`config.mk`:
```
export PLATFORM = sky130hd
export DESIGN_NAME = region_attr_resolver
export DESIGN_NICKNAME = d
export VERILOG_FILES = /design/src/rtl/attr_pkg.sv /design/src/rtl/attr_cfg_regs.sv /design/src/rtl/attr_region_match.sv /design/src/rtl/attr_select.sv /design/src/rtl/region_attr_resolver.sv
export SDC_FILE = /design/constraint.sdc
export NUM_CORES = 1
export LEC_CHECK = 0
export CAP_MARGIN = 20
export CORE_MARGIN = 3
export CORE_UTILIZATION = 56
export CTS_CLUSTER_SIZE = 24
export DETAILED_ROUTE_END_ITERATION = 6
export DONT_BUFFER_PORTS = 1
export PLACE_DENSITY = 0.74
export SLEW_MARGIN = 15
export SYNTH_ARGS = -nofsm -noshare
export SYNTH_HDL_FRONTEND = slang
export SYNTH_HIERARCHICAL = 1
export SYNTH_SLANG_ARGS = --single-unit
```
`constraint.sdc`:
```
create_clock -name clk -period 1.77 [get_ports clk]
set_clock_uncertainty 0.05 [all_clocks]
set_input_delay 0.2655 -clock clk [delete_from_list [all_inputs] [get_ports clk]]
set_output_delay 0.2655 -clock clk [all_outputs]
set_load 0.02 [all_outputs]
```
`src/rtl/attr_pkg.sv`:
```
// Package: shared types and field positions for the region attribute resolver.
// Assumes 2-bit caching modes and 8-bit compare tags taken from the address top.
package attr_pkg;

    localparam int TAG_W = 8;

    typedef enum logic [1:0] {
        MODE_WT            = 2'b00,
        MODE_CB            = 2'b01,
        MODE_INH_PRECISE   = 2'b10,
        MODE_INH_IMPRECISE = 2'b11
    } cache_mode_t;

    typedef struct packed {
        logic [TAG_W-1:0] base;
        logic [TAG_W-1:0] mask;
        logic             enable;
        logic             wprot;
        cache_mode_t      mode;
    } region_desc_t;

    typedef struct packed {
        logic        cache_en;
        logic        dflt_wprot;
        cache_mode_t insn_mode;
        cache_mode_t data_mode;
    } glob_ctrl_t;

    // Field positions inside a 32-bit configuration word
    localparam int RD_BASE_LSB = 24;
    localparam int RD_MASK_LSB = 16;
    localparam int RD_EN_BIT   = 7;
    localparam int RD_WP_BIT   = 3;
    localparam int RD_MODE_LSB = 0;
    localparam int GC_EN_BIT   = 31;
    localparam int GC_WP_BIT   = 8;
    localparam int GC_IMODE_LSB = 4;
    localparam int GC_DMODE_LSB = 0;

endpackage

```
`src/rtl/attr_cfg_regs.sv`:
```
// Module: attr_cfg_regs
// Holds N_REGIONS region descriptors plus the global control word.
// A write with cfg_sel < N_REGIONS loads a descriptor. cfg_sel == N_REGIONS
// loads the global word. Other select values are ignored.
// Assumes synchronous active-low reset clearing every bit.
module attr_cfg_regs
    import attr_pkg::*;
#(
    parameter int N_REGIONS = 2,
    parameter int DATA_W    = 32,
    localparam int SEL_W    = $clog2(N_REGIONS + 1)
) (
    input  logic              clk,
    input  logic              rst_n,
    input  logic              cfg_we,
    input  logic [SEL_W-1:0]  cfg_sel,
    input  logic [DATA_W-1:0] cfg_wdata,
    output region_desc_t      regions [N_REGIONS],
    output glob_ctrl_t        gctrl
);

    region_desc_t wr_desc;
    glob_ctrl_t   wr_ctrl;

    // Unpack the write word into descriptor and global fields
    always_comb begin
        wr_desc.base   = cfg_wdata[RD_BASE_LSB +: TAG_W];
        wr_desc.mask   = cfg_wdata[RD_MASK_LSB +: TAG_W];
        wr_desc.enable = cfg_wdata[RD_EN_BIT];
        wr_desc.wprot  = cfg_wdata[RD_WP_BIT];
        wr_desc.mode   = cache_mode_t'(cfg_wdata[RD_MODE_LSB +: 2]);
        wr_ctrl.cache_en   = cfg_wdata[GC_EN_BIT];
        wr_ctrl.dflt_wprot = cfg_wdata[GC_WP_BIT];
        wr_ctrl.insn_mode  = cache_mode_t'(cfg_wdata[GC_IMODE_LSB +: 2]);
        wr_ctrl.data_mode  = cache_mode_t'(cfg_wdata[GC_DMODE_LSB +: 2]);
    end

    for (genvar g = 0; g < N_REGIONS; g++) begin : g_desc
        // Load descriptor g on a write that selects it
        always_ff @(posedge clk) begin
            if (!rst_n)
                regions[g] <= '0;
            else if (cfg_we && (cfg_sel == SEL_W'(g)))
                regions[g] <= wr_desc;
        end
    end

    // Load the global control word on a write that selects it
    always_ff @(posedge clk) begin
        if (!rst_n)
            gctrl <= '0;
        else if (cfg_we && (cfg_sel == SEL_W'(N_REGIONS)))
            gctrl <= wr_ctrl;
    end

    assert_gctrl_load_R9: assert property (@(posedge clk) disable iff (!rst_n)
        (cfg_we && cfg_sel == SEL_W'(N_REGIONS)) |=>
        (gctrl.cache_en == $past(cfg_wdata[GC_EN_BIT]) &&
         gctrl.data_mode == $past(cfg_wdata[GC_DMODE_LSB +: 2])));

    assert_gctrl_hold_R9: assert property (@(posedge clk) disable iff (!rst_n)
        !(cfg_we && cfg_sel == SEL_W'(N_REGIONS)) |=> $stable(gctrl));

endmodule

```
`src/rtl/attr_region_match.sv`:
```
// Module: attr_region_match
// Compares the upper TAG_W address bits to one descriptor's base tag.
// Mask bits of 1 are ignored. A disabled descriptor never matches.
module attr_region_match
    import attr_pkg::*;
#(
    parameter int ADDR_W = 32
) (
    input  logic              clk,
    input  logic              rst_n,
    input  logic [ADDR_W-1:0] addr,
    input  region_desc_t      desc,
    output logic              hit
);

    logic [TAG_W-1:0] tag;
    logic [TAG_W-1:0] diff;

    // Masked tag comparison gated by the enable bit
    always_comb begin
        tag  = addr[ADDR_W-1 -: TAG_W];
        diff = (tag ^ desc.base) & ~desc.mask;
        hit  = desc.enable && (diff == '0);
    end

    assert_disabled_no_hit_R5: assert property (@(posedge clk) disable iff (!rst_n)
        !desc.enable |-> !hit);

    assert_full_mask_hit_R4: assert property (@(posedge clk) disable iff (!rst_n)
        (desc.enable && (&desc.mask)) |-> hit);

endmodule

```
`src/rtl/attr_select.sv`:
```
// Module: attr_select
// Picks the lowest-index hit region, or the global defaults if none hits.
// Produces the mode, the cacheable flag and the write-protect violation.
module attr_select
    import attr_pkg::*;
#(
    parameter int N_REGIONS = 2,
    localparam int IDX_W    = $clog2(N_REGIONS + 1)
) (
    input  logic             clk,
    input  logic             rst_n,
    input  logic [N_REGIONS-1:0] hits,
    input  region_desc_t     regions [N_REGIONS],
    input  glob_ctrl_t       gctrl,
    input  logic             is_insn,
    input  logic             is_write,
    output cache_mode_t      mode,
    output logic             cacheable,
    output logic             wp_viol,
    output logic [IDX_W-1:0] idx
);

    logic wprot_sel;

    // Fixed-priority choice: scan from highest index so index 0 wins last
    always_comb begin
        idx       = IDX_W'(N_REGIONS);
        mode      = is_insn ? gctrl.insn_mode : gctrl.data_mode;
        wprot_sel = gctrl.dflt_wprot;
        for (int i = N_REGIONS - 1; i >= 0; i--) begin
            if (hits[i]) begin
                idx       = IDX_W'(i);
                mode      = regions[i].mode;
                wprot_sel = regions[i].wprot;
            end
        end
    end

    // Cacheable only with the cache on and a write-through or copyback mode
    always_comb begin
        cacheable = gctrl.cache_en && (mode == MODE_WT || mode == MODE_CB);
        wp_viol   = is_write && wprot_sel;
    end

    assert_first_region_wins_R1: assert property (@(posedge clk) disable iff (!rst_n)
        hits[0] |-> (idx == '0));

    assert_default_on_miss_R3: assert property (@(posedge clk) disable iff (!rst_n)
        (hits == '0) |-> (idx == IDX_W'(N_REGIONS)));

    assert_read_never_violates_R6: assert property (@(posedge clk) disable iff (!rst_n)
        !is_write |-> !wp_viol);

    assert_cache_off_uncached_R7: assert property (@(posedge clk) disable iff (!rst_n)
        !gctrl.cache_en |-> !cacheable);

endmodule

```
`src/rtl/region_attr_resolver.sv`:
```
// Module: region_attr_resolver (top)
// Resolves effective caching attributes for each access from registered
// region descriptors and global defaults. The access path is combinational.
// Assumes N_REGIONS + 1 fits in the hit_idx width.
module region_attr_resolver
    import attr_pkg::*;
#(
    parameter int ADDR_W    = 32,
    parameter int DATA_W    = 32,
    parameter int N_REGIONS = 2,
    localparam int SEL_W    = $clog2(N_REGIONS + 1)
) (
    input  logic              clk,
    input  logic              rst_n,
    input  logic              cfg_we,
    input  logic [SEL_W-1:0]  cfg_sel,
    input  logic [DATA_W-1:0] cfg_wdata,
    input  logic [ADDR_W-1:0] acc_addr,
    input  logic              acc_is_insn,
    input  logic              acc_is_write,
    output logic [1:0]        eff_mode,
    output logic              eff_cacheable,
    output logic              wp_violation,
    output logic [SEL_W-1:0]  hit_idx
);

    region_desc_t         regions [N_REGIONS];
    glob_ctrl_t           gctrl;
    logic [N_REGIONS-1:0] hits;
    cache_mode_t          mode_sel;

    attr_cfg_regs #(.N_REGIONS(N_REGIONS), .DATA_W(DATA_W)) cfg_i (
        .clk(clk), .rst_n(rst_n), .cfg_we(cfg_we), .cfg_sel(cfg_sel),
        .cfg_wdata(cfg_wdata), .regions(regions), .gctrl(gctrl)
    );

    for (genvar g = 0; g < N_REGIONS; g++) begin : g_match
        attr_region_match #(.ADDR_W(ADDR_W)) match_i (
            .clk(clk), .rst_n(rst_n), .addr(acc_addr),
            .desc(regions[g]), .hit(hits[g])
        );
    end

    attr_select #(.N_REGIONS(N_REGIONS)) sel_i (
        .clk(clk), .rst_n(rst_n), .hits(hits), .regions(regions),
        .gctrl(gctrl), .is_insn(acc_is_insn), .is_write(acc_is_write),
        .mode(mode_sel), .cacheable(eff_cacheable), .wp_viol(wp_violation),
        .idx(hit_idx)
    );

    // Drive the plain-typed mode port
    always_comb eff_mode = mode_sel;

endmodule

```
==> impl_metrics.xml, run 1 <==
<?xml version="1.0" encoding="UTF-8"?>
<metrics>
  <group name="finish">
    <metric name="finish.net_count" unit="">302</metric>
    <metric name="antennaDiodeCount" unit="">0</metric>
    <metric name="multi_input_gate_area" unit="sq um">1190</metric>
    <metric name="post-route-util" unit="%">68.0</metric>
    <metric name="fillCellCount" unit="">254</metric>
    <metric name="growth_of_design_area_from_synthesis_to_finish" unit="%">12.3</metric>
    <metric name="final_area" unit="sq um">2380</metric>
    <metric name="drive_above_1_share" unit="%">17.7</metric>
    <metric name="ff_latch_area" unit="sq um">928</metric>
  </group>
  <group name="clocking">
    <metric name="clock-sinks" unit="">46</metric>
    <metric name="cts_made_buffers" unit="">5</metric>
    <metric name="ctsLongestPathBuffers" unit="">2</metric>
    <metric name="ctsHtreeMaxLevel" unit="">2</metric>
    <metric name="cts.root.buffer_cell" unit="">sky130_fd_sc_hd__clkbuf_8</metric>
    <metric name="clock_insertion_delay_worst_skew" unit="ns">0.30</metric>
    <metric name="cts_tree" unit="">yes</metric>
    <metric name="cts.clk_slew.worst_paths" unit="ns">0.08</metric>
    <metric name="number_of_buffers_inserted_by_hold_repair_at_cts" unit="">0</metric>
  </group>
  <group name="pwr">
    <metric name="power.ir.vdd_worst" unit="mV">0.606</metric>
    <metric name="power_leakage" unit="nW">1.02</metric>
    <metric name="total_switching_power" unit="mW">0.429</metric>
    <metric name="relative_contribution_of_combinational_cells_to_total_power" unit="%">8.6</metric>
    <metric name="p_int" unit="mW">1.47</metric>
    <metric name="power_switching_share" unit="%">22.5</metric>
    <metric name="seq_power_share" unit="%">57.5</metric>
    <metric name="power_density" unit="nW/um^2">801</metric>
    <metric name="share_clk_of_total_power" unit="%">33.9</metric>
  </group>
  <group name="routing">
    <metric name="number_of_design_rule_violations_left_after_detail_routing" unit="">0</metric>
    <metric name="wl_per_cell" unit="um">14.7</metric>
    <metric name="detail_routed_via_count_per_cell" unit="">5.46</metric>
    <metric name="drt_wl_total" unit="um">4090</metric>
    <metric name="drt-initial-drc-count" unit="">67</metric>
    <metric name="1st_pass_router_iterations" unit="">4</metric>
    <metric name="via_count" unit="">1518</metric>
    <metric name="drtAntennaViolNets" unit="">0</metric>
  </group>
  <group name="synth">
    <metric name="ys_seq_area_share" unit="%">43.5</metric>
    <metric name="yosysWarningCount" unit="">6</metric>
    <metric name="synth_nets" unit="">295</metric>
    <metric name="synth_area_per_cell" unit="sq um">9.45</metric>
    <metric name="number_of_synthesized_flops_with_an_enable_pin" unit="">0</metric>
    <metric name="netlist_instances" unit="">224</metric>
    <metric name="yosys_register_bits" unit="">46</metric>
    <metric name="synthArstFlopShare" unit="%">0</metric>
    <metric name="mappedNetlistArea" unit="sq um">2120</metric>
    <metric name="synth_cell_type_count" unit="">26</metric>
    <metric name="postSynth.topFlopCell" unit="">sky130_fd_sc_hd__dfxtp_1</metric>
  </group>
  <group name="sta">
    <metric name="slew_violations" unit="">0</metric>
    <metric name="final.setup.worst_slack" unit="ns">-0.587</metric>
    <metric name="unrepaired_setup_endpoints_after_global_routing" unit="">true</metric>
    <metric name="period_needed" unit="ns">2.36</metric>
    <metric name="count_of_final_hold_check_violations" unit="">0</metric>
    <metric name="finalCritPeriodShare" unit="%">133</metric>
    <metric name="slew-limit-headroom" unit="%">71.0</metric>
    <metric name="worst_margin_pin_slew" unit="ns">0.434</metric>
    <metric name="maxClockFrequency" unit="MHz">424</metric>
    <metric name="setup_viol" unit="">6</metric>
  </group>
  <group name="global_route">
    <metric name="grt.met2_usage" unit="%">32.8</metric>
    <metric name="grt_antenna_before_repair" unit="">0</metric>
    <metric name="gr-usage-all-layers" unit="%">19.8</metric>
    <metric name="gr-max-usage-layer" unit="">met2</metric>
    <metric name="globalRouteMet1Util" unit="%">23.8</metric>
    <metric name="grt_max_degree" unit="">70</metric>
    <metric name="grt_overflow_total" unit="">0</metric>
    <metric name="first_global_vias" unit="">1517</metric>
    <metric name="globalRouteMet3Util" unit="%">6.49</metric>
    <metric name="grt_first_pass_wirelength" unit="um">6770</metric>
  </group>
  <group name="die">
    <metric name="dieHeight" unit="um">67.5</metric>
    <metric name="core_area" unit="sq um">3490</metric>
    <metric name="io_pins" unit="">77</metric>
    <metric name="start_util" unit="%">60.5</metric>
    <metric name="die_outline_area" unit="sq um">4550</metric>
    <metric name="placementRows" unit="">21</metric>
    <metric name="fp.dieW" unit="um">67.5</metric>
  </group>
  <group name="critical_path">
    <metric name="critical_path_peak_fanout" unit="">8</metric>
    <metric name="worst-endpoint-required" unit="ns">1.45</metric>
    <metric name="startpoint_kind_of_the_worst_setup_timing_path" unit="">register</metric>
    <metric name="worstReg2RegStart" unit="">cfg_i/gctrl[5]$_SDFFE_PN0P_</metric>
    <metric name="worst_setup_path_end_kind" unit="">output pin</metric>
    <metric name="worst-r2r-setup-slack" unit="ns">1.08</metric>
    <metric name="rr_worst_depth" unit="">2</metric>
    <metric name="path_class" unit="">reg2out</metric>
    <metric name="worst_reg2reg_endpoint" unit="">cfg_i/gctrl[5]$_SDFFE_PN0P_</metric>
    <metric name="critPathArrivalTime" unit="ns">2.04</metric>
  </group>
  <group name="placement">
    <metric name="port-buffer-count" unit="">0</metric>
    <metric name="dpl-instance-area" unit="sq um">2220</metric>
    <metric name="routabilityCongestion" unit="">0.740</metric>
    <metric name="place_hpwl" unit="um">2890</metric>
  </group>
  <group name="min_path">
    <metric name="min-delay-path-class" unit="">in2reg</metric>
    <metric name="timing.hold.worst_endpoint" unit="">cfg_i/gctrl[3]$_SDFFE_PN0P_</metric>
    <metric name="worstHoldStart" unit="">cfg_wdata[5]</metric>
    <metric name="hold_crit_depth" unit="">2</metric>
  </group>
  <group name="outcome">
    <metric name="violations_in_the_final_reports" unit="">setup timing</metric>
    <metric name="status" unit="">finished, violations left</metric>
  </group>
  <group name="job">
    <metric name="timing.max_cap.violations" unit="">0</metric>
  </group>
</metrics>
[stage by stage]
stage | total power [mW] | hold slack, ns | setup TNS, ns | std cells | setup WS, ns
2_1_floorplan | 1.27 | 0.354 | -0.840 | 224 | -0.250
4_1_cts | 1.92 | 0.0419 | -3.27 | 277 | -0.642
5_1_grt | 1.99 | 0.0399 | -3.80 | 278 | -0.709
3_5_place_dp | 1.28 | 0.363 | -1.49 | 268 | -0.312
6_report | 1.90 | 0.0491 | -3.16 | 278 | -0.587
3_3_place_gp | 1.27 | 0.359 | -1.33 | 268 | -0.289
[kinds of logic (layout without fill, tap and decap cells)]
family / after synthesis / after routing / synth area share (%)
flops: 46 / 46 / 43.5
mux: 49 / 49 / 23.2
compound gates: 12 / 12 / 3.90
simple gates: 87 / 87 / 18.5
buf+inv: 14 / 22 / 4.20
xor+xnor: 16 / 16 / 6.62
[what timing repair did]
action                     4_1_cts  5_1_grt
setup endpoints to repair        6        6
setup buffers                    1        1
gates resized for setup         11        3
gates cloned                     0        0
pin swaps                        8        2
[registers in the layout, indices dropped and copies added (netlist names)]
signal,flops
cfg_i/regions,40
cfg_i/gctrl,6
[layout make-up]
cell class                      instances  share of cell area, %
Clock buffer                            7                   3.63
Multi-Input combinational cell        164                   50.2
Timing Repair Buffer                   13                   4.27
Tap cell                               46                   2.42
Clock inverter                          1                  0.211
Inverter                                1                  0.158
Sequential cell                        46                   39.1
[routing by layer]
| metal | up-vias | wire length [um] |
|---|---|---|
| li1 | 760 | - |
| met1 | 720 | 1790 |
| met2 | 33 | 1990 |
| met3 | 5 | 265 |
| met4 | 0 | 48 |
| met5 | - | 0 |
[synthesized netlist by cell type (2+ instances only)]
| library cell | number | area, sq um |
|---|---|---|
| sky130_fd_sc_hd__nor3_2 | 2 | 20.0 |
| sky130_fd_sc_hd__nor3b_1 | 2 | 15.0 |
| sky130_fd_sc_hd__o21ai_0 | 2 | 10.0 |
| sky130_fd_sc_hd__xnor2_1 | 16 | 140 |
| sky130_fd_sc_hd__nor2_1 | 3 | 11.3 |
| sky130_fd_sc_hd__o22ai_1 | 6 | 37.5 |
| sky130_fd_sc_hd__buf_2 | 5 | 25.0 |
| sky130_fd_sc_hd__nor2b_1 | 3 | 18.8 |
| sky130_fd_sc_hd__buf_4 | 6 | 45.0 |
| sky130_fd_sc_hd__nand2_1 | 69 | 259 |
| sky130_fd_sc_hd__or3_1 | 2 | 12.5 |
| sky130_fd_sc_hd__nand3b_1 | 2 | 15.0 |
| sky130_fd_sc_hd__dfxtp_1 | 46 | 921 |
| sky130_fd_sc_hd__mux2i_1 | 48 | 480 |
[power by group through the flow]
stage               logic (mW)  clock network, mW  registers (mW)
floorplan                0.156                  0            1.11
global placement         0.155                  0            1.11
detailed placement       0.159                  0            1.12
CTS                      0.163              0.662            1.09
global route             0.181              0.707            1.10
finish                   0.163              0.645            1.09
[placed cells by master (no fill, tap or decap), drive strengths merged]
| master | netlist | routed |
|---|---|---|
| nand2 | 69 | 69 |
| mux2i | 48 | 48 |
| dfxtp | 46 | 46 |
| xnor2 | 16 | 16 |
| buf | 12 | 13 |
| clkbuf | 1 | 7 |
| o22ai | 6 | 6 |
| nor2 | 3 | 3 |
| nor2b | 3 | 3 |
| nor3b | 3 | 3 |
| nand3b | 2 | 2 |
| o21ai | 2 | 2 |
| or3 | 2 | 2 |
| nor3 | 2 | 2 |
| clkinv | 0 | 1 |
| a211oi | 1 | 1 |
| inv | 1 | 1 |
| a221oi | 1 | 1 |
| and3b | 1 | 1 |
| and4bb | 1 | 1 |
| a211o | 1 | 1 |
| mux2 | 1 | 1 |
| nand2b | 1 | 1 |
| o211a | 1 | 1 |
[critical path, cell delays in order, from the launching register on]
cell and delay, ns:
sky130_fd_sc_hd__dfxtp_1 0.37, sky130_fd_sc_hd__xnor2_1 0.13, sky130_fd_sc_hd__o22ai_1 0.11, sky130_fd_sc_hd__or3_1 0.34
sky130_fd_sc_hd__nor3_2 0.11, sky130_fd_sc_hd__buf_4 0.18, sky130_fd_sc_hd__and4bb_1 0.19, sky130_fd_sc_hd__a211o_1 0.32
[worst max-delay path by stage]
stage,endpoint,startpoint,depth (start not counted)
floorplan,eff_mode[1],cfg_i/regions[33]$_SDFFE_PN0P_,7
global placement,eff_cacheable,cfg_i/regions[33]$_SDFFE_PN0P_,7
detailed placement,eff_cacheable,cfg_i/regions[33]$_SDFFE_PN0P_,7
CTS,eff_cacheable,cfg_i/regions[37]$_SDFFE_PN0P_,7
global route,eff_mode[1],cfg_i/regions[37]$_SDFFE_PN0P_,8
finish,eff_cacheable,cfg_i/regions[38]$_SDFFE_PN0P_,7
Note: power is estimated with default switching activity, not from simulation.
==> inputs of run 2 (changes only) <==
- SYNTH_HIERARCHICAL: 1 -> unset
==> run 2 against run 1 <==
Against the previous run:
- the run still ends with setup timing left
- clock-buffer cell count is the same
- worst setup slack worse by 0.14 ns
- combinational power decreased by 8%
- largest power group unchanged
- register-to-register slack barely moved
- die area is 1.8% lower
- sequential power about the same
- critical path depth shrank 2
- via count rose by 2.3%
- critical endpoint is now eff_mode[1]
- cell area is 5.2% lower
==> impl_metrics.xml, run 2 <==
<?xml version="1.0" encoding="UTF-8"?>
<metrics>
  <group name="routing">
    <metric name="wl_per_cell" unit="um">14.3</metric>
    <metric name="via_count" unit="">1553</metric>
    <metric name="drtAntennaViolNets" unit="">0</metric>
    <metric name="number_of_design_rule_violations_left_after_detail_routing" unit="">0</metric>
    <metric name="drt_wl_total" unit="um">4170</metric>
    <metric name="drt-initial-drc-count" unit="">77</metric>
    <metric name="1st_pass_router_iterations" unit="">4</metric>
    <metric name="detail_routed_via_count_per_cell" unit="">5.34</metric>
  </group>
  <group name="sta">
    <metric name="final.setup.worst_slack" unit="ns">-0.727</metric>
    <metric name="slew_violations" unit="">0</metric>
    <metric name="slew-limit-headroom" unit="%">69.6</metric>
    <metric name="period_needed" unit="ns">2.50</metric>
    <metric name="maxClockFrequency" unit="MHz">401</metric>
    <metric name="unrepaired_setup_endpoints_after_global_routing" unit="">true</metric>
    <metric name="count_of_final_hold_check_violations" unit="">0</metric>
    <metric name="worst_margin_pin_slew" unit="ns">0.456</metric>
    <metric name="hold_ws" unit="ns">0.0529</metric>
    <metric name="finalCritPeriodShare" unit="%">141</metric>
    <metric name="setup_viol" unit="">6</metric>
  </group>
  <group name="finish">
    <metric name="instances_no_fill" unit="">291</metric>
    <metric name="regMostFlops" unit="">cfg_i.regions</metric>
    <metric name="layout_commonest_cell" unit="">sky130_fd_sc_hd__nand2_1</metric>
    <metric name="multi_input_gate_area" unit="sq um">1120</metric>
    <metric name="fillCellCount" unit="">317</metric>
    <metric name="mostFrequentLayoutCells" unit="">sky130_fd_sc_hd__nand2_1 (80), sky130_fd_sc_hd__dfxtp_1 (45), sky130_fd_sc_hd__a21boi_0 (40)</metric>
    <metric name="drive_above_1_share" unit="%">10.6</metric>
    <metric name="finish.net_count" unit="">316</metric>
    <metric name="ff_latch_area" unit="sq um">922</metric>
    <metric name="largest_reg_flops" unit="">40</metric>
    <metric name="growth_of_design_area_from_synthesis_to_finish" unit="%">8.62</metric>
    <metric name="antennaDiodeCount" unit="">0</metric>
    <metric name="largestRegisters" unit="">cfg_i.regions x40, cfg_i.gctrl x6</metric>
  </group>
  <group name="global_route">
    <metric name="first_global_vias" unit="">1468</metric>
    <metric name="grt_antenna_before_repair" unit="">0</metric>
    <metric name="grt_max_degree" unit="">47</metric>
    <metric name="grt_overflow_total" unit="">0</metric>
    <metric name="grt_first_pass_wirelength" unit="um">6890</metric>
    <metric name="gr-usage-all-layers" unit="%">20.9</metric>
  </group>
  <group name="critical_path">
    <metric name="critPathArrivalTime" unit="ns">2.18</metric>
    <metric name="critical-path-slowest-cell" unit="">sky130_fd_sc_hd__or4b_4</metric>
    <metric name="worstPathCellList" unit="">xor2_1 -&gt; a222oi_1 -&gt; or4b_4 -&gt; mux2_4 -&gt; mux2_4</metric>
    <metric name="critical_path_peak_fanout" unit="">2</metric>
    <metric name="worst-r2r-setup-slack" unit="ns">1.07</metric>
    <metric name="startpoint_kind_of_the_worst_setup_timing_path" unit="">register</metric>
    <metric name="worst_setup_path_end_kind" unit="">output pin</metric>
    <metric name="worstReg2RegStart" unit="">cfg_i.regions[1]$_SDFFE_PN0P_</metric>
    <metric name="worst-endpoint-required" unit="ns">1.45</metric>
    <metric name="worst_reg2reg_endpoint" unit="">cfg_i.regions[1]$_SDFFE_PN0P_</metric>
    <metric name="timing.critical_path.buf_inv" unit="">0</metric>
    <metric name="critical_path.max_stage_delay" unit="ns">0.52</metric>
    <metric name="critical_path.top_delay_family" unit="">multiplexers</metric>
    <metric name="rr_worst_depth" unit="">2</metric>
    <metric name="cp_most_frequent_cell" unit="">sky130_fd_sc_hd__mux2_4</metric>
    <metric name="path_class" unit="">reg2out</metric>
  </group>
  <group name="synth">
    <metric name="synth_nets" unit="">316</metric>
    <metric name="synth_largest_area_cell" unit="">sky130_fd_sc_hd__dfxtp_1</metric>
    <metric name="synth.area.top_cells" unit="">sky130_fd_sc_hd__dfxtp_1 (44%), sky130_fd_sc_hd__a21boi_0 (14%), sky130_fd_sc_hd__nand2_1 (14%)</metric>
    <metric name="yosysMostFrequentCell" unit="">sky130_fd_sc_hd__nand2_1</metric>
    <metric name="yosysWarningCount" unit="">0</metric>
    <metric name="yosys_register_bits" unit="">46</metric>
    <metric name="synth_area_per_cell" unit="sq um">8.47</metric>
    <metric name="synth_cell_type_count" unit="">26</metric>
    <metric name="postSynth.topFlopCell" unit="">sky130_fd_sc_hd__dfxtp_1</metric>
    <metric name="synth.top_cells.by_count" unit="">sky130_fd_sc_hd__nand2_1 (80), sky130_fd_sc_hd__dfxtp_1 (46), sky130_fd_sc_hd__a21boi_0 (40), sky130_fd_sc_hd__clkbuf_1 (14), sky130_fd_sc_hd__xnor2_1 (13)</metric>
    <metric name="number_of_synthesized_flops_with_an_enable_pin" unit="">0</metric>
    <metric name="ys_seq_area_share" unit="%">44.4</metric>
    <metric name="yosys.area.top_type_share" unit="%">44.4</metric>
    <metric name="synthArstFlopShare" unit="%">0</metric>
    <metric name="netlist_instances" unit="">245</metric>
    <metric name="mappedNetlistArea" unit="sq um">2070</metric>
  </group>
  <group name="clocking">
    <metric name="cts_tree" unit="">yes</metric>
    <metric name="cts.clk_slew.worst_paths" unit="ns">0.08</metric>
    <metric name="cts_made_buffers" unit="">5</metric>
    <metric name="number_of_buffers_inserted_by_hold_repair_at_cts" unit="">0</metric>
    <metric name="cts.root.buffer_cell" unit="">sky130_fd_sc_hd__clkbuf_8</metric>
    <metric name="clock_insertion_delay_worst_skew" unit="ns">0.29</metric>
    <metric name="clock-sinks" unit="">46</metric>
    <metric name="ctsHtreeMaxLevel" unit="">2</metric>
    <metric name="ctsLongestPathBuffers" unit="">2</metric>
  </group>
  <group name="pwr">
    <metric name="power.ir.vdd_worst" unit="mV">0.507</metric>
    <metric name="power_leakage" unit="nW">0.789</metric>
    <metric name="power_density" unit="nW/um^2">815</metric>
  </group>
  <group name="min_path">
    <metric name="timing.hold.worst_endpoint" unit="">cfg_i.regions[31]$_SDFFE_PN0P_</metric>
    <metric name="worstHoldStart" unit="">cfg_wdata[23]</metric>
    <metric name="min-delay-path-class" unit="">in2reg</metric>
    <metric name="hold_crit_depth" unit="">2</metric>
  </group>
  <group name="placement">
    <metric name="routabilityCongestion" unit="">0.733</metric>
    <metric name="place_hpwl" unit="um">2920</metric>
    <metric name="port-buffer-count" unit="">0</metric>
    <metric name="pre_cts_slack" unit="ns">-0.436</metric>
    <metric name="numPlacedInstances" unit="">284</metric>
  </group>
  <group name="die">
    <metric name="io_pins" unit="">77</metric>
    <metric name="core_area" unit="sq um">3440</metric>
    <metric name="start_util" unit="%">60.3</metric>
    <metric name="die_outline_area" unit="sq um">4470</metric>
    <metric name="dieHeight" unit="um">66.9</metric>
    <metric name="placementRows" unit="">21</metric>
    <metric name="fp.dieW" unit="um">66.9</metric>
  </group>
  <group name="outcome">
    <metric name="violations_in_the_final_reports" unit="">setup timing</metric>
    <metric name="status" unit="">finished, violations left</metric>
  </group>
  <group name="job">
    <metric name="timing.max_cap.violations" unit="">0</metric>
  </group>
</metrics>
run 2: what timing repair did:
item | CTS | global route
resized for setup | 3 | 1
pin swaps | 1 | 0
buffers inserted | 0 | 0
setup endpoints to repair | 6 | 6
run 2: logic make-up (layout without fill, tap and decap cells):
family	count (synthesis)	in the layout	share of synthesized area, %
DFF	46	46	44.4
buffers and inverters	20	20	3.68
muxes	11	11	5.85
AOI/OAI and AO/OA	55	55	19.1
xor gates and xnor gates	16	16	6.76
and+or+nand+nor	97	97	20.2
run 2: power by group:
part	switching (mW)	internal, mW	leakage [nW]
logic	0.0714	0.0787	0.376
clock network	0.326	0.272	0.0383
registers	0.0183	1.07	0.374
run 2: layout make-up:
cell class / count / area share (%)
clock buffer: 7 / 3.39
inverter: 5 / 0.833
multi-input combinational: 179 / 49.6
timing repair buffer: 8 / 2.67
tap: 46 / 2.55
sequential: 46 / 40.9
run 2: worst max-delay path by stage:
stage	start	depth (start not counted)	slack [ns]	to
floorplan	cfg_i.regions[17]$_SDFFE_PN0P_	6	-0.44	eff_mode[1]
global placement	cfg_i.regions[17]$_SDFFE_PN0P_	5	-0.42	eff_mode[1]
detailed placement	cfg_i.regions[17]$_SDFFE_PN0P_	5	-0.44	eff_mode[1]
CTS	cfg_i.regions[17]$_SDFFE_PN0P_	5	-0.74	eff_mode[1]
global route	cfg_i.regions[17]$_SDFFE_PN0P_	5	-0.83	eff_mode[1]
finish	cfg_i.regions[17]$_SDFFE_PN0P_	5	-0.73	eff_mode[1]
run 2: per-layer routing:
layer	up-vias	track usage [%]	routed length (um)
met5	-	0	0
met4	0	5.32	43
met3	7	8.60	339
met2	40	32.7	1870
met1	702	26.5	1920
li1	804	-	-
run 2: metrics by stage:
step / utilization, % / TNS (ns) / area, sq um / power (mW)
floorplan: - / -1.55 / 2110 / 1.24
global placement: 62.8 / -1.95 / 2160 / 1.26
detailed placement: 62.8 / -2.03 / 2160 / 1.26
CTS: 65.4 / -3.77 / 2250 / 1.85
global route: 65.5 / -4.36 / 2250 / 1.93
finish: 65.5 / -3.67 / 2250 / 1.84
==> inputs of run 3 (changes only) <==
- CTS_CLUSTER_SIZE: 24 -> unset
- PLACE_DENSITY: 0.74 -> 0.78
- RECOVER_POWER: unset -> 50
==> run 3 against run 2 <==
Against the previous run:
- cell area is 0.11% higher
- flip-flop and latch count unchanged
- via count fell by 1.1%
- sequential power about the same
- total power grew 2.3%
- the run still ends with setup timing left
- worst setup slack got worse by 0.024 ns
- critical path depth unchanged
- combinational power barely moved
- global-route usage grew 0.56 points
- first-iteration DRC count up 49%
==> impl_metrics.xml, run 3 (same netlist as run 2, synthesis figures left out) <==
<?xml version="1.0" encoding="UTF-8"?>
<metrics>
  <group name="pwr">
    <metric name="power_leakage" unit="nW">0.785</metric>
    <metric name="power_density" unit="nW/um^2">832</metric>
    <metric name="power.ir.vdd_worst" unit="mV">0.620</metric>
    <metric name="p_total" unit="mW">1.88</metric>
  </group>
  <group name="placement">
    <metric name="pre_cts_slack" unit="ns">-0.442</metric>
    <metric name="dpl-instance-area" unit="sq um">2160</metric>
    <metric name="routabilityCongestion" unit="">0.703</metric>
    <metric name="port-buffer-count" unit="">0</metric>
    <metric name="numPlacedInstances" unit="">283</metric>
    <metric name="place_hpwl" unit="um">2940</metric>
  </group>
  <group name="routing">
    <metric name="drt-initial-drc-count" unit="">115</metric>
    <metric name="wl_per_cell" unit="um">14.5</metric>
    <metric name="via_count" unit="">1536</metric>
    <metric name="1st_pass_router_iterations" unit="">4</metric>
    <metric name="number_of_design_rule_violations_left_after_detail_routing" unit="">0</metric>
    <metric name="drtAntennaViolNets" unit="">0</metric>
    <metric name="detail_routed_via_count_per_cell" unit="">5.28</metric>
    <metric name="drt_wl_total" unit="um">4210</metric>
  </group>
  <group name="die">
    <metric name="io_pins" unit="">77</metric>
    <metric name="start_util" unit="%">60.3</metric>
    <metric name="die_outline_area" unit="sq um">4470</metric>
    <metric name="core_area" unit="sq um">3440</metric>
    <metric name="dieHeight" unit="um">66.9</metric>
    <metric name="placementRows" unit="">21</metric>
    <metric name="fp.dieW" unit="um">66.9</metric>
  </group>
  <group name="critical_path">
    <metric name="worst_setup_path_end_kind" unit="">output pin</metric>
    <metric name="worst-r2r-setup-slack" unit="ns">1.04</metric>
    <metric name="worst-endpoint-required" unit="ns">1.45</metric>
    <metric name="critical-path-slowest-cell" unit="">sky130_fd_sc_hd__or4b_4</metric>
    <metric name="critical_path.max_stage_delay" unit="ns">0.52</metric>
    <metric name="cp_most_frequent_cell" unit="">sky130_fd_sc_hd__mux2_4</metric>
    <metric name="rr_worst_depth" unit="">2</metric>
    <metric name="startpoint_kind_of_the_worst_setup_timing_path" unit="">register</metric>
    <metric name="timing.critical_path.buf_inv" unit="">0</metric>
    <metric name="worstPathCellList" unit="">xor2_1 -&gt; a222oi_1 -&gt; or4b_4 -&gt; mux2_4 -&gt; mux2_4</metric>
    <metric name="critPathArrivalTime" unit="ns">2.21</metric>
    <metric name="critical_path.top_delay_family" unit="">multiplexers</metric>
    <metric name="critical_path_peak_fanout" unit="">2</metric>
    <metric name="path_class" unit="">reg2out</metric>
    <metric name="worstReg2RegStart" unit="">cfg_i.regions[31]$_SDFFE_PN0P_</metric>
    <metric name="worst_reg2reg_endpoint" unit="">cfg_i.regions[31]$_SDFFE_PN0P_</metric>
  </group>
  <group name="clocking">
    <metric name="cts_tree" unit="">yes</metric>
    <metric name="ctsHtreeMaxLevel" unit="">2</metric>
    <metric name="number_of_buffers_inserted_by_hold_repair_at_cts" unit="">0</metric>
    <metric name="cts.repair_timing.setup_buffer_count" unit="">0</metric>
    <metric name="clock-sinks" unit="">46</metric>
    <metric name="clock_insertion_delay_worst_skew" unit="ns">0.30</metric>
    <metric name="cts.root.buffer_cell" unit="">sky130_fd_sc_hd__clkbuf_8</metric>
    <metric name="cts.clk_slew.worst_paths" unit="ns">0.09</metric>
    <metric name="ctsLongestPathBuffers" unit="">2</metric>
    <metric name="cts_made_buffers" unit="">5</metric>
  </group>
  <group name="finish">
    <metric name="fillCellCount" unit="">307</metric>
    <metric name="regMostFlops" unit="">cfg_i.regions</metric>
    <metric name="mostFrequentLayoutCells" unit="">sky130_fd_sc_hd__nand2_1 (80), sky130_fd_sc_hd__dfxtp_1 (45), sky130_fd_sc_hd__a21boi_0 (40)</metric>
    <metric name="layout_commonest_cell" unit="">sky130_fd_sc_hd__nand2_1</metric>
    <metric name="final_area" unit="sq um">2260</metric>
    <metric name="largest_reg_flops" unit="">40</metric>
    <metric name="growth_of_design_area_from_synthesis_to_finish" unit="%">8.75</metric>
    <metric name="finish.net_count" unit="">315</metric>
    <metric name="drive_above_1_share" unit="%">11.0</metric>
    <metric name="instances_no_fill" unit="">291</metric>
    <metric name="post-route-util" unit="%">65.5</metric>
    <metric name="largestRegisters" unit="">cfg_i.regions x40, cfg_i.gctrl x6</metric>
    <metric name="antennaDiodeCount" unit="">0</metric>
  </group>
  <group name="global_route">
    <metric name="grt_max_degree" unit="">47</metric>
    <metric name="grt_antenna_before_repair" unit="">0</metric>
    <metric name="grt_first_pass_wirelength" unit="um">7060</metric>
    <metric name="first_global_vias" unit="">1522</metric>
    <metric name="grt_overflow_total" unit="">0</metric>
    <metric name="gr-usage-all-layers" unit="%">21.4</metric>
  </group>
  <group name="sta">
    <metric name="hold_ws" unit="ns">0.0461</metric>
    <metric name="setup_viol" unit="">6</metric>
    <metric name="worst_margin_pin_slew" unit="ns">0.926</metric>
    <metric name="final.setup.worst_slack" unit="ns">-0.751</metric>
    <metric name="slew_violations" unit="">0</metric>
    <metric name="count_of_final_hold_check_violations" unit="">0</metric>
    <metric name="slew-limit-headroom" unit="%">38.3</metric>
    <metric name="setup_total_negative_slack" unit="ns">-3.82</metric>
    <metric name="unrepaired_setup_endpoints_after_global_routing" unit="">true</metric>
    <metric name="finalCritPeriodShare" unit="%">142</metric>
    <metric name="period_needed" unit="ns">2.52</metric>
    <metric name="maxClockFrequency" unit="MHz">397</metric>
  </group>
  <group name="outcome">
    <metric name="violations_in_the_final_reports" unit="">setup timing</metric>
    <metric name="status" unit="">finished, violations left</metric>
  </group>
  <group name="min_path">
    <metric name="min-delay-path-class" unit="">in2reg</metric>
    <metric name="hold_crit_depth" unit="">2</metric>
    <metric name="timing.hold.worst_endpoint" unit="">cfg_i.regions[21]$_SDFFE_PN0P_</metric>
    <metric name="worstHoldStart" unit="">cfg_wdata[1]</metric>
  </group>
  <group name="job">
    <metric name="timing.max_cap.violations" unit="">0</metric>
  </group>
</metrics>
==> run 3: cell count changes in the layout (fill, tap and decap cells not counted) <==
cell	delta
sky130_fd_sc_hd__buf_4	-2
sky130_fd_sc_hd__clkbuf_1	-1
sky130_fd_sc_hd__clkinv_2	+1
sky130_fd_sc_hd__clkinv_4	+1
sky130_fd_sc_hd__clkinvlp_4	+1
==> run 3: cell type report <==
| type | count | area (sq um) | area share (%) |
|---|---|---|---|
| clock buffer | 5 | 68.8 | 3.05 |
| sequential | 46 | 922 | 40.9 |
| inverter | 5 | 18.8 | 0.832 |
| timing repair buffer | 7 | 48.8 | 2.16 |
| clock inverter | 3 | 21.3 | 0.943 |
| tap | 46 | 57.6 | 2.55 |
| multi-input combinational | 179 | 1120 | 49.6 |
==> run 3: power by group <==
part           internal (mW)  switching [mW]  leakage [nW]  total (mW)
clock                  0.278           0.365        0.0441       0.642
sequential              1.07          0.0186         0.374        1.09
combinational         0.0774          0.0706         0.367       0.148
total                   1.42           0.454         0.785        1.88
==> run 3: metal layers <==
| layer | routed length (um) | global-route usage (%) | vias to the layer above |
|---|---|---|---|
| met2 | 1920 | 33.7 | 31 |
| met4 | 70 | 8.35 | 0 |
| met5 | 0 | 0 | - |
| met1 | 1930 | 26.6 | 698 |
| met3 | 286 | 7.76 | 6 |
| li1 | - | - | 801 |
==> run 3: how the worst max path moves through the flow <==
| stage | startpoint | to | slack [ns] | cells past startpoint |
|---|---|---|---|---|
| 2_1_floorplan | cfg_i.regions[17]$_SDFFE_PN0P_ | eff_mode[1] | -0.44 | 6 |
| 3_3_place_gp | cfg_i.regions[17]$_SDFFE_PN0P_ | eff_mode[1] | -0.45 | 5 |
| 3_5_place_dp | cfg_i.regions[17]$_SDFFE_PN0P_ | eff_mode[1] | -0.44 | 5 |
| 4_1_cts | cfg_i.regions[17]$_SDFFE_PN0P_ | eff_mode[1] | -0.77 | 5 |
| 5_1_grt | cfg_i.regions[17]$_SDFFE_PN0P_ | eff_mode[1] | -0.87 | 5 |
| 6_report | cfg_i.regions[17]$_SDFFE_PN0P_ | eff_mode[1] | -0.75 | 5 |
==> run 3: what timing repair did <==
action | CTS | global route
setup endpoints to repair | 6 | 6
pin swaps | 1 | 0
gates resized for setup | 3 | 1
